`src/rtl/wdk_pkg.sv`:
```
package wdk_pkg;

  localparam int OFS_CTRL = 0;
  localparam int OFS_TMO  = 1;
  localparam int OFS_KICK = 2;

  localparam logic [7:0] KICK_KEY = 8'h6B;

  typedef struct packed {
    logic pin_act;
    logic rst_act;
    logic lock;
    logic recov_en;
    logic norm_en;
  } ctrl_t;

  // Byte image of the control register as seen by a read.
  function automatic logic [7:0] ctrl_to_byte(input ctrl_t c);
    return {c.pin_act, c.rst_act, 3'b000, c.lock, c.recov_en, c.norm_en};
  endfunction

  // New control state after a write; locked fields keep their value.
  function automatic ctrl_t ctrl_write(input ctrl_t cur, input logic [7:0] wd);
    ctrl_t n;
    n.pin_act = wd[7];
    n.rst_act = wd[6];
    if (cur.lock) begin
      n.lock     = 1'b1;
      n.recov_en = cur.recov_en;
      n.norm_en  = cur.norm_en;
    end else begin
      n.lock     = wd[2];
      n.recov_en = wd[1];
      n.norm_en  = wd[0];
    end
    return n;
  endfunction

  // Prescaler wrap test.
  function automatic logic at_last(input int unsigned value, input int unsigned period);
    return value == period - 1;
  endfunction

endpackage

```
`src/rtl/wdk_regs.sv`:
```
module wdk_regs
  import wdk_pkg::*;
#(
  parameter int ADDR_W = 8
) (
  input  logic              clk,
  input  logic              rst_n,
  input  logic              wr_en,
  input  logic [ADDR_W-1:0] addr,
  input  logic [7:0]        wdata,
  output ctrl_t             ctrl_q,
  output logic [7:0]        tmo_q,
  output logic              kick_ok,
  output logic [7:0]        rdata
);

  logic sel_ctrl, sel_tmo, sel_kick;

  assign sel_ctrl = addr == ADDR_W'(OFS_CTRL);
  assign sel_tmo  = addr == ADDR_W'(OFS_TMO);
  assign sel_kick = addr == ADDR_W'(OFS_KICK);

  assign kick_ok = wr_en && sel_kick && (wdata == KICK_KEY);

  always_ff @(posedge clk or negedge rst_n) begin
    if (!rst_n) begin
      ctrl_q <= '0;
      tmo_q  <= '0;
    end else if (wr_en) begin
      if (sel_ctrl) ctrl_q <= ctrl_write(ctrl_q, wdata);
      if (sel_tmo && !ctrl_q.lock) tmo_q <= wdata;
    end
  end

  always_comb begin
    if (sel_ctrl)     rdata = ctrl_to_byte(ctrl_q);
    else if (sel_tmo) rdata = tmo_q;
    else              rdata = 8'h00;
  end

endmodule

```
`src/rtl/wdk_prescaler.sv`:
```
module wdk_prescaler
  import wdk_pkg::*;
#(
  parameter int TICK_DIV = 1000000
) (
  input  logic clk,
  input  logic rst_n,
  input  logic run,
  input  logic restart,
  output logic tick
);

  localparam int PW = (TICK_DIV > 1) ? $clog2(TICK_DIV) : 1;

  logic [PW-1:0] cnt_q;
  logic          wrap;

  assign wrap = at_last(int'(cnt_q), TICK_DIV);
  assign tick = run && !restart && wrap;

  always_ff @(posedge clk or negedge rst_n) begin
    if (!rst_n)                cnt_q <= '0;
    else if (restart || !run)  cnt_q <= '0;
    else if (wrap)             cnt_q <= '0;
    else                       cnt_q <= cnt_q + 1'b1;
  end

endmodule

```
`src/rtl/wdk_counter.sv`:
```
module wdk_counter (
  input  logic       clk,
  input  logic       rst_n,
  input  logic       run,
  input  logic       load,
  input  logic [7:0] load_val,
  input  logic       tick,
  output logic [7:0] count_q,
  output logic       expire
);

  logic fired_q;

  assign expire = run && (count_q == 8'd0) && !fired_q;

  always_ff @(posedge clk or negedge rst_n) begin
    if (!rst_n) begin
      count_q <= '0;
    end else if (load) begin
      count_q <= load_val;
    end else if (run && tick && count_q != 8'd0) begin
      count_q <= count_q - 8'd1;
    end
  end

  // One expiry per arming; re-armed by a reload or by disabling.
  always_ff @(posedge clk or negedge rst_n) begin
    if (!rst_n)      fired_q <= 1'b0;
    else if (load)   fired_q <= 1'b0;
    else if (expire) fired_q <= 1'b1;
    else if (!run)   fired_q <= 1'b0;
  end

endmodule

```
`src/rtl/wdk_actions.sv`:
```
module wdk_actions #(
  parameter int RST_LEN = 16
) (
  input  logic clk,
  input  logic rst_n,
  input  logic expire,
  input  logic rst_act,
  input  logic pin_act,
  input  logic recov,
  output logic sys_rst_req,
  output logic timeout_n,
  output logic failsafe_boot
);

  localparam int RW = $clog2(RST_LEN + 1);

  logic [RW-1:0] pulse_q;

  always_ff @(posedge clk or negedge rst_n) begin
    if (!rst_n)                 pulse_q <= '0;
    else if (expire && rst_act) pulse_q <= RW'(RST_LEN);
    else if (pulse_q != '0)     pulse_q <= pulse_q - 1'b1;
  end

  assign sys_rst_req = pulse_q != '0;

  always_ff @(posedge clk or negedge rst_n) begin
    if (!rst_n) begin
      timeout_n     <= 1'b1;
      failsafe_boot <= 1'b0;
    end else if (expire) begin
      if (pin_act) timeout_n     <= 1'b0;
      if (recov)   failsafe_boot <= 1'b1;
    end
  end

endmodule

```
`src/rtl/wdk_top.sv`:
```
module wdk_top
  import wdk_pkg::*;
#(
  parameter int ADDR_W   = 8,
  parameter int TICK_DIV = 1000000,
  parameter int RST_LEN  = 16
) (
  input  logic              clk,
  input  logic              rst_n,
  input  logic              wr_en,
  input  logic [ADDR_W-1:0] addr,
  input  logic [7:0]        wdata,
  output logic [7:0]        rdata,
  output logic              sys_rst_req,
  output logic              timeout_n,
  output logic              failsafe_boot
);

  ctrl_t      ctrl_q;
  logic [7:0] tmo_q;
  logic [7:0] count_q;
  logic       kick_ok;
  logic       tick;
  logic       active;
  logic       expire_evt;
  logic       lock_q, rst_act_q, pin_act_q, recov_q;

  assign active    = ctrl_q.norm_en || ctrl_q.recov_en;
  assign lock_q    = ctrl_q.lock;
  assign rst_act_q = ctrl_q.rst_act;
  assign pin_act_q = ctrl_q.pin_act;
  assign recov_q   = ctrl_q.recov_en;

  wdk_regs #(.ADDR_W(ADDR_W)) u_regs (
    .clk(clk), .rst_n(rst_n), .wr_en(wr_en), .addr(addr), .wdata(wdata),
    .ctrl_q(ctrl_q), .tmo_q(tmo_q), .kick_ok(kick_ok), .rdata(rdata)
  );

  wdk_prescaler #(.TICK_DIV(TICK_DIV)) u_presc (
    .clk(clk), .rst_n(rst_n), .run(active), .restart(kick_ok), .tick(tick)
  );

  wdk_counter u_cnt (
    .clk(clk), .rst_n(rst_n), .run(active), .load(kick_ok),
    .load_val(tmo_q), .tick(tick), .count_q(count_q), .expire(expire_evt)
  );

  wdk_actions #(.RST_LEN(RST_LEN)) u_act (
    .clk(clk), .rst_n(rst_n), .expire(expire_evt),
    .rst_act(rst_act_q), .pin_act(pin_act_q), .recov(recov_q),
    .sys_rst_req(sys_rst_req), .timeout_n(timeout_n), .failsafe_boot(failsafe_boot)
  );

endmodule

```
`config.mk`:
```
export PLATFORM = sky130hd
export DESIGN_NAME = wdk_top
export DESIGN_NICKNAME = d
export VERILOG_FILES = /design/src/rtl/wdk_pkg.sv /design/src/rtl/wdk_regs.sv /design/src/rtl/wdk_prescaler.sv /design/src/rtl/wdk_counter.sv /design/src/rtl/wdk_actions.sv /design/src/rtl/wdk_top.sv
export SDC_FILE = /design/constraint.sdc
export NUM_CORES = 1
export LEC_CHECK = 0
export CAP_MARGIN = 25
export CORE_ASPECT_RATIO = 0.9
export CORE_MARGIN = 3
export CORE_UTILIZATION = 48
export CTS_BUF_LIST = sky130_fd_sc_hd__clkbuf_16
export CTS_CLUSTER_DIAMETER = 120
export CTS_CLUSTER_SIZE = 28
export DETAILED_ROUTE_END_ITERATION = 10
export PLACE_DENSITY = 0.71
export SETUP_SLACK_MARGIN = 0.1
export SYNTH_ARGS = -nofsm -noshare
export SYNTH_HDL_FRONTEND = slang
export SYNTH_SLANG_ARGS = --single-unit
```
`constraint.sdc`:
```
create_clock -name clk -period 3.6 [get_ports clk]
set_clock_uncertainty 0.15 [all_clocks]
set_input_delay 0.36 -clock clk [delete_from_list [all_inputs] [get_ports clk]]
set_output_delay 0.36 -clock clk [all_outputs]
set_load 0.03 [all_outputs]
```
=== Yosys cells after proc, flatten, opt, wreduce, memory -nomap -nowiden ===
Index checks and enable logic that the tools add are counted.

* Bits in registers: 49
* Output and inout bits: 11
* Logic and storage cells: 60

* Add/subtract/negate cells: 3
* Eq/ne operators: 5
* Mux-type cells: 12
* Bitwise operators: 1
* Reductions and logical operators: 27

{| class="wikitable"
|+ Operator list
! kind !! number
|-
| 20-bit 2-to-1 mux || 2
|-
| 8-bit 2-to-1 mux || 4
|-
| 20-bit by 1-bit adder with 20-bit output, second input constant || 1
|-
| 20-bit == test, second input constant || 1
|-
| 8-bit logical NOT || 2
|-
| 1-bit logical AND || 10
|-
| 5-bit 2-to-1 mux || 2
|-
| 8-bit by 1-bit == test with 1-bit output, second input constant || 1
|-
| 8-bit by 2-bit == test with 1-bit output, second input constant || 1
|-
| 8-bit by 7-bit == test with 1-bit output, second input constant || 1
|-
| 2-bit AND reduction || 4
|-
| 8-bit nonzero test || 1
|-
| 8-bit by 1-bit subtractor with 8-bit output, second input constant || 1
|-
| 5-bit nonzero test || 1
|-
| 5-bit by 1-bit subtractor with 5-bit output, second input constant || 1
|-
| 1-bit logical NOT || 4
|-
| 2-bit nonzero test || 2
|-
| 1-bit 2-to-1 mux || 3
|-
| 3-bit 2-to-1 mux || 1
|-
| 3-bit by 2-bit != test with 1-bit output, second input constant || 1
|-
| 3-bit AND reduction || 1
|-
| 1-bit logical OR || 2
|-
| 1-bit inverter || 1
|}

=== Depth between registers and ports, before layout ===
* Depth in word-level cells: 10
* Mapped depth: 8

=== By module ===
Synthesis repeated with hierarchy kept, for this count alone.

* Cells, all modules: 252
* Area total of the unflattened synthesis: 2650.0 um^2

{| class="wikitable"
|+ By module, submodules not included
! module !! instances !! cells an instance !! area an instance (um^2) !! seq. area each (um^2)
|-
| wdk_prescaler || 1 || 102 || 1032.2 || 500.5
|-
| wdk_regs || 1 || 55 || 693.2 || 325.3
|-
| wdk_counter || 1 || 65 || 591.8 || 225.2
|-
| wdk_actions || 1 || 29 || 326.6 || 176.4
|-
| wdk_top || 1 || 1 || 6.3 || 0.0
|}

=== Worst setup path before layout ===
No wires, ideal clock.

* Kind: input to register
* Start: in addr[3]
* End: reg u_regs.tmo_q[0]
* Library setup time: 0.128 ns
* Data arrival time: 2.047 ns
* Required time: 3.322 ns
* Slack: 1.276 ns
* Stages on the path: 5
* Buffers on the path: 1
* Cells stage by stage: or4_1 -> nor4b_4 -> and3b_1 -> buf_2 -> mux2_1

* Word-level cells in the longest chain between the ends: 3

{| class="wikitable"
|+ Ends and longest elaborated chain
! what !! line !! RTL
|-
| from (decl) || wdk_top.sv:11 || <nowiki>input logic [ADDR_W-1:0] addr,</nowiki>
|-
| 8-bit by 1-bit == test with 1-bit output || wdk_regs.sv:20 || <nowiki>assign sel_tmo = addr == ADDR_W'(OFS_TMO);</nowiki>
|-
| 1-bit logical AND || wdk_regs.sv:31 || <nowiki>if (sel_tmo && !ctrl_q.lock) tmo_q <= wdata;</nowiki>
|-
| 2-bit AND reduction (no source line) || n/a ||
|-
| to (signal assigned) || wdk_regs.sv:31 ||
|-
| to (decl) || wdk_regs.sv:12 || <nowiki>output logic [7:0] tmo_q,</nowiki>
|}

No other way between the ends.
A chain may end at the register's enable or synchronous reset.

=== Final worst setup path ===
* Start: in addr[3]
* End: out rdata[0]

* Word-level cells in the longest chain between the ends: 3

{| class="wikitable"
|+ Ends and longest elaborated chain
! what !! line !! RTL
|-
| 8-bit by 1-bit == test with 1-bit output || wdk_regs.sv:20 ||
|-
| 8-bit 2-to-1 mux || wdk_regs.sv:37 || <nowiki>else if (sel_tmo) rdata = tmo_q;</nowiki>
|-
| 8-bit 2-to-1 mux * || wdk_regs.sv:36 || <nowiki>if (sel_ctrl) rdata = ctrl_to_byte(ctrl_q);</nowiki>
|-
| to (decl) || wdk_top.sv:13 || <nowiki>output logic [7:0] rdata,</nowiki>
|}

Every way passes the cells marked *; elsewhere a longest branch is shown, timed or not.

==> out/results.ini <==
[outcome]
outcome = finished clean

[sta]
rsz0062_at_grt = no
worst_slew_pin_slew_ns = 0.9989
slew_violations = 0
setup_viol = 0
setup-tns-final_ns = 0
final.period_utilization = 0.9048
max_freq_ghz = 0.3070
maxSlewHeadroom = 0.3279
finalHoldViolCount = 0
fin_crit_ns = 3.257

[routing]
dr.pass1.iters = 4
final_antenna_net_count = 0
route.detailed.drc = 0
vias_per_cell = 5.387
routedWlPerCell_um = 14.51
first_iter_violations = 131
finalWirelength_um = 4833
dr_total_vias = 1794

[hold_path]
min_to = u_act.timeout_n
holdPathStages = 1
worstHoldStart = u_regs.ctrl_q[4]
hold_class = reg -> reg

[die]
start_util = 0.5109
fp.coreArea_mm2 = 0.004955
num_io_pins = 30
die-area_mm2 = 0.006182
rows = 24
fp.dieH_um = 74.89
fp.dieW_um = 82.55

[synth]
syn_avg_cell_area_um2 = 10.96
synth_edf_count = 0
synthesis.nets = 254
async_flop_share = 1.000
ys_warn_count = 0
synth_cell_types = 50
synthCells = 231
netlist_area_mm2 = 0.002531
yosysSeqAreaShare = 0.4849
ys_ff_latch = 49
synth_ff_type = dfrtp_1

[power]
power_density_mw_per_mm2 = 370.4
peakVddDrop_mv = 0.2996
leakagePower_nw = 1.277

[layout]
drive_gt1_frac = 0.1194
diodes = 0
layout.nets = 290
final_util = 0.6220
area_growth_pct = 21.75
stdcell_area_mm2 = 0.003082

[setup_path]
reg2reg_setup_slack_ns = 1.02
crit_start = addr[3]
critPathArrivalTime_ns = 2.75
cp-end-kind = output port
crit_type = in -> out
r2r-end = u_act.pulse_q[0]
critPathRequiredTime_ns = 3.09
startpoint_type = primary input
ff2ff_path_depth = 5
r2r-start = u_cnt.count_q[5]
critPathMaxFanout = 9

[grt]
grt_max_degree = 29
grt_pass1_wl_um = 8431
grt_overflow = 0
grt_pass1_vias = 1794
grt_use_total = 0.1802
antenna_found_initial = 0

[clock_tree]
postCtsSetupBuffers = 0
cts-root-to-sink-buffers = 2
cts_num_sinks = 49
cts_tree = built
cts_made_buffers = 5
h-tree-depth = 2
clock_latency_ns = 0.28
cts.repair.resized = 0
root_buffer = clkbuf_16
clk_pin_slew_ns = 0.06

[placed_design]
globalplace.congestion = 0.8088
place.detailed.hpwl_um = 3598
place_area_mm2 = 0.002904
portBuffers = 29

[run]
drv_cap = 0

cells by family (layout without fill, tap and decap cells):
| kind of cell | count (synthesis) | count (layout) | share of synthesized area |
|---|---|---|---|
| mux | 16 | 16 | 0.07019 |
| compound gates | 18 | 18 | 0.05141 |
| xor+xnor | 27 | 27 | 0.09343 |
| fa+ha+maj | 4 | 4 | 0.01977 |
| simple gates | 106 | 106 | 0.2585 |
| buf+inv | 11 | 48 | 0.02175 |
| flops | 49 | 49 | 0.4849 |
cell type report:
type / instances / area (um^2)
clock buffers: 5 / 125.1
clock inverters: 3 / 42.54
fillers: 412 / 1873
inverters: 7 / 26.28
multi-input cells: 171 / 1249
flip-flops and latches: 49 / 1227
well taps: 65 / 81.33
repair buffers: 33 / 330.3
per-layer routing:
layer | part of all wire | track usage | vias to the layer above | routed length [um]
met1 | 0.51 | 0.2714 | 854 | 2450
met5 | 0 | 0 | - | 0
li1 | - | - | 896 | -
met2 | 0.44 | 0.2633 | 40 | 2140
met4 | 0.0091 | 0.05082 | 0 | 44
met3 | 0.041 | 0.03947 | 4 | 197
per-stage QoR:
step	instances	hold WS [ns]	power, mW	setup WS (ns)
6_report	333	0.3034	1.141	0.3425
5_1_grt	333	0.3468	1.184	0.2692
4_1_cts	333	0.3114	1.153	0.3435
3_5_place_dp	324	0.2114	0.6333	0.3627
3_3_place_gp	323	0.2926	0.6307	0.3989
2_1_floorplan	231	-0.08559	0.5918	1.276
power breakdown:
part | internal (mW) | switching [mW] | leakage [nW]
Combinational | 0.0284 | 0.0282 | 0.545
Clock | 0.326 | 0.192 | 0.0852
Sequential | 0.559 | 0.00758 | 0.647
worst max path at each step:
stage                           end  slack [ns]  cells past startpoint
finish                     rdata[0]        0.34                      5
global route               rdata[2]        0.27                      5
CTS                        rdata[2]        0.34                      5
detailed placement         rdata[2]        0.36                      5
global placement           rdata[0]        0.40                      5
floorplan           u_regs.tmo_q[0]        1.28                      5
sequential cells by signal (all words and copies together) (netlist names):
| name | count |
|---|---|
| u_act.failsafe_boot | 1 |
| u_act.pulse_q | 5 |
| u_act.timeout_n | 1 |
| u_cnt.count_q | 8 |
| u_cnt.fired_q | 1 |
| u_presc.cnt_q | 20 |
| u_regs.ctrl_q | 5 |
| u_regs.tmo_q | 8 |
critical path: stages:
cell and delay (ns):
clkdlybuf4s50_1 0.40, or4_1 0.63, nor4b_4 0.47, a22o_1 0.22, clkdlybuf4s50_1 0.67
cells in the final DEF, fill, tap and decap left out, drive strengths merged, types with 7 or more instances in the layout:
master,count
clkdlybuf4s50,28
dfrtp,48
inv,8
mux2,14
nand2,15
nand3,12
nand4,7
nor2,31
nor4,9
xnor2,13
xor2,14
cells in the mapped netlist, types with 2 or more instances:
master	number	area (um^2)
dfrtp_1	48	1201
nor2_1	31	116.4
nand2_1	15	56.30
xor2_1	14	122.6
xnor2_1	13	113.9
nand3_1	10	50.05
mux2_1	8	90.09
inv_1	7	26.28
nand4_1	7	43.79
mux2_2	6	67.56
a22o_1	5	43.79
nor3_1	5	25.02
nor4_1	5	31.28
and2_1	4	25.02
ha_1	4	50.05
o21ai_1	4	20.02
or4_1	4	30.03
o211ai_1	3	22.52
a21o_1	2	15.01
buf_2	2	10.01
mux2i_1	2	20.02
nor4_2	2	25.02
nor4_4	2	42.54
or3_1	2	12.51
what timing repair did:
action	in CTS	in global routing
endpoints found under the hold margin	21	0
hold buffers	1	0
endpoints found under the setup margin	0	0
Power figures use the tool's default switching activity.
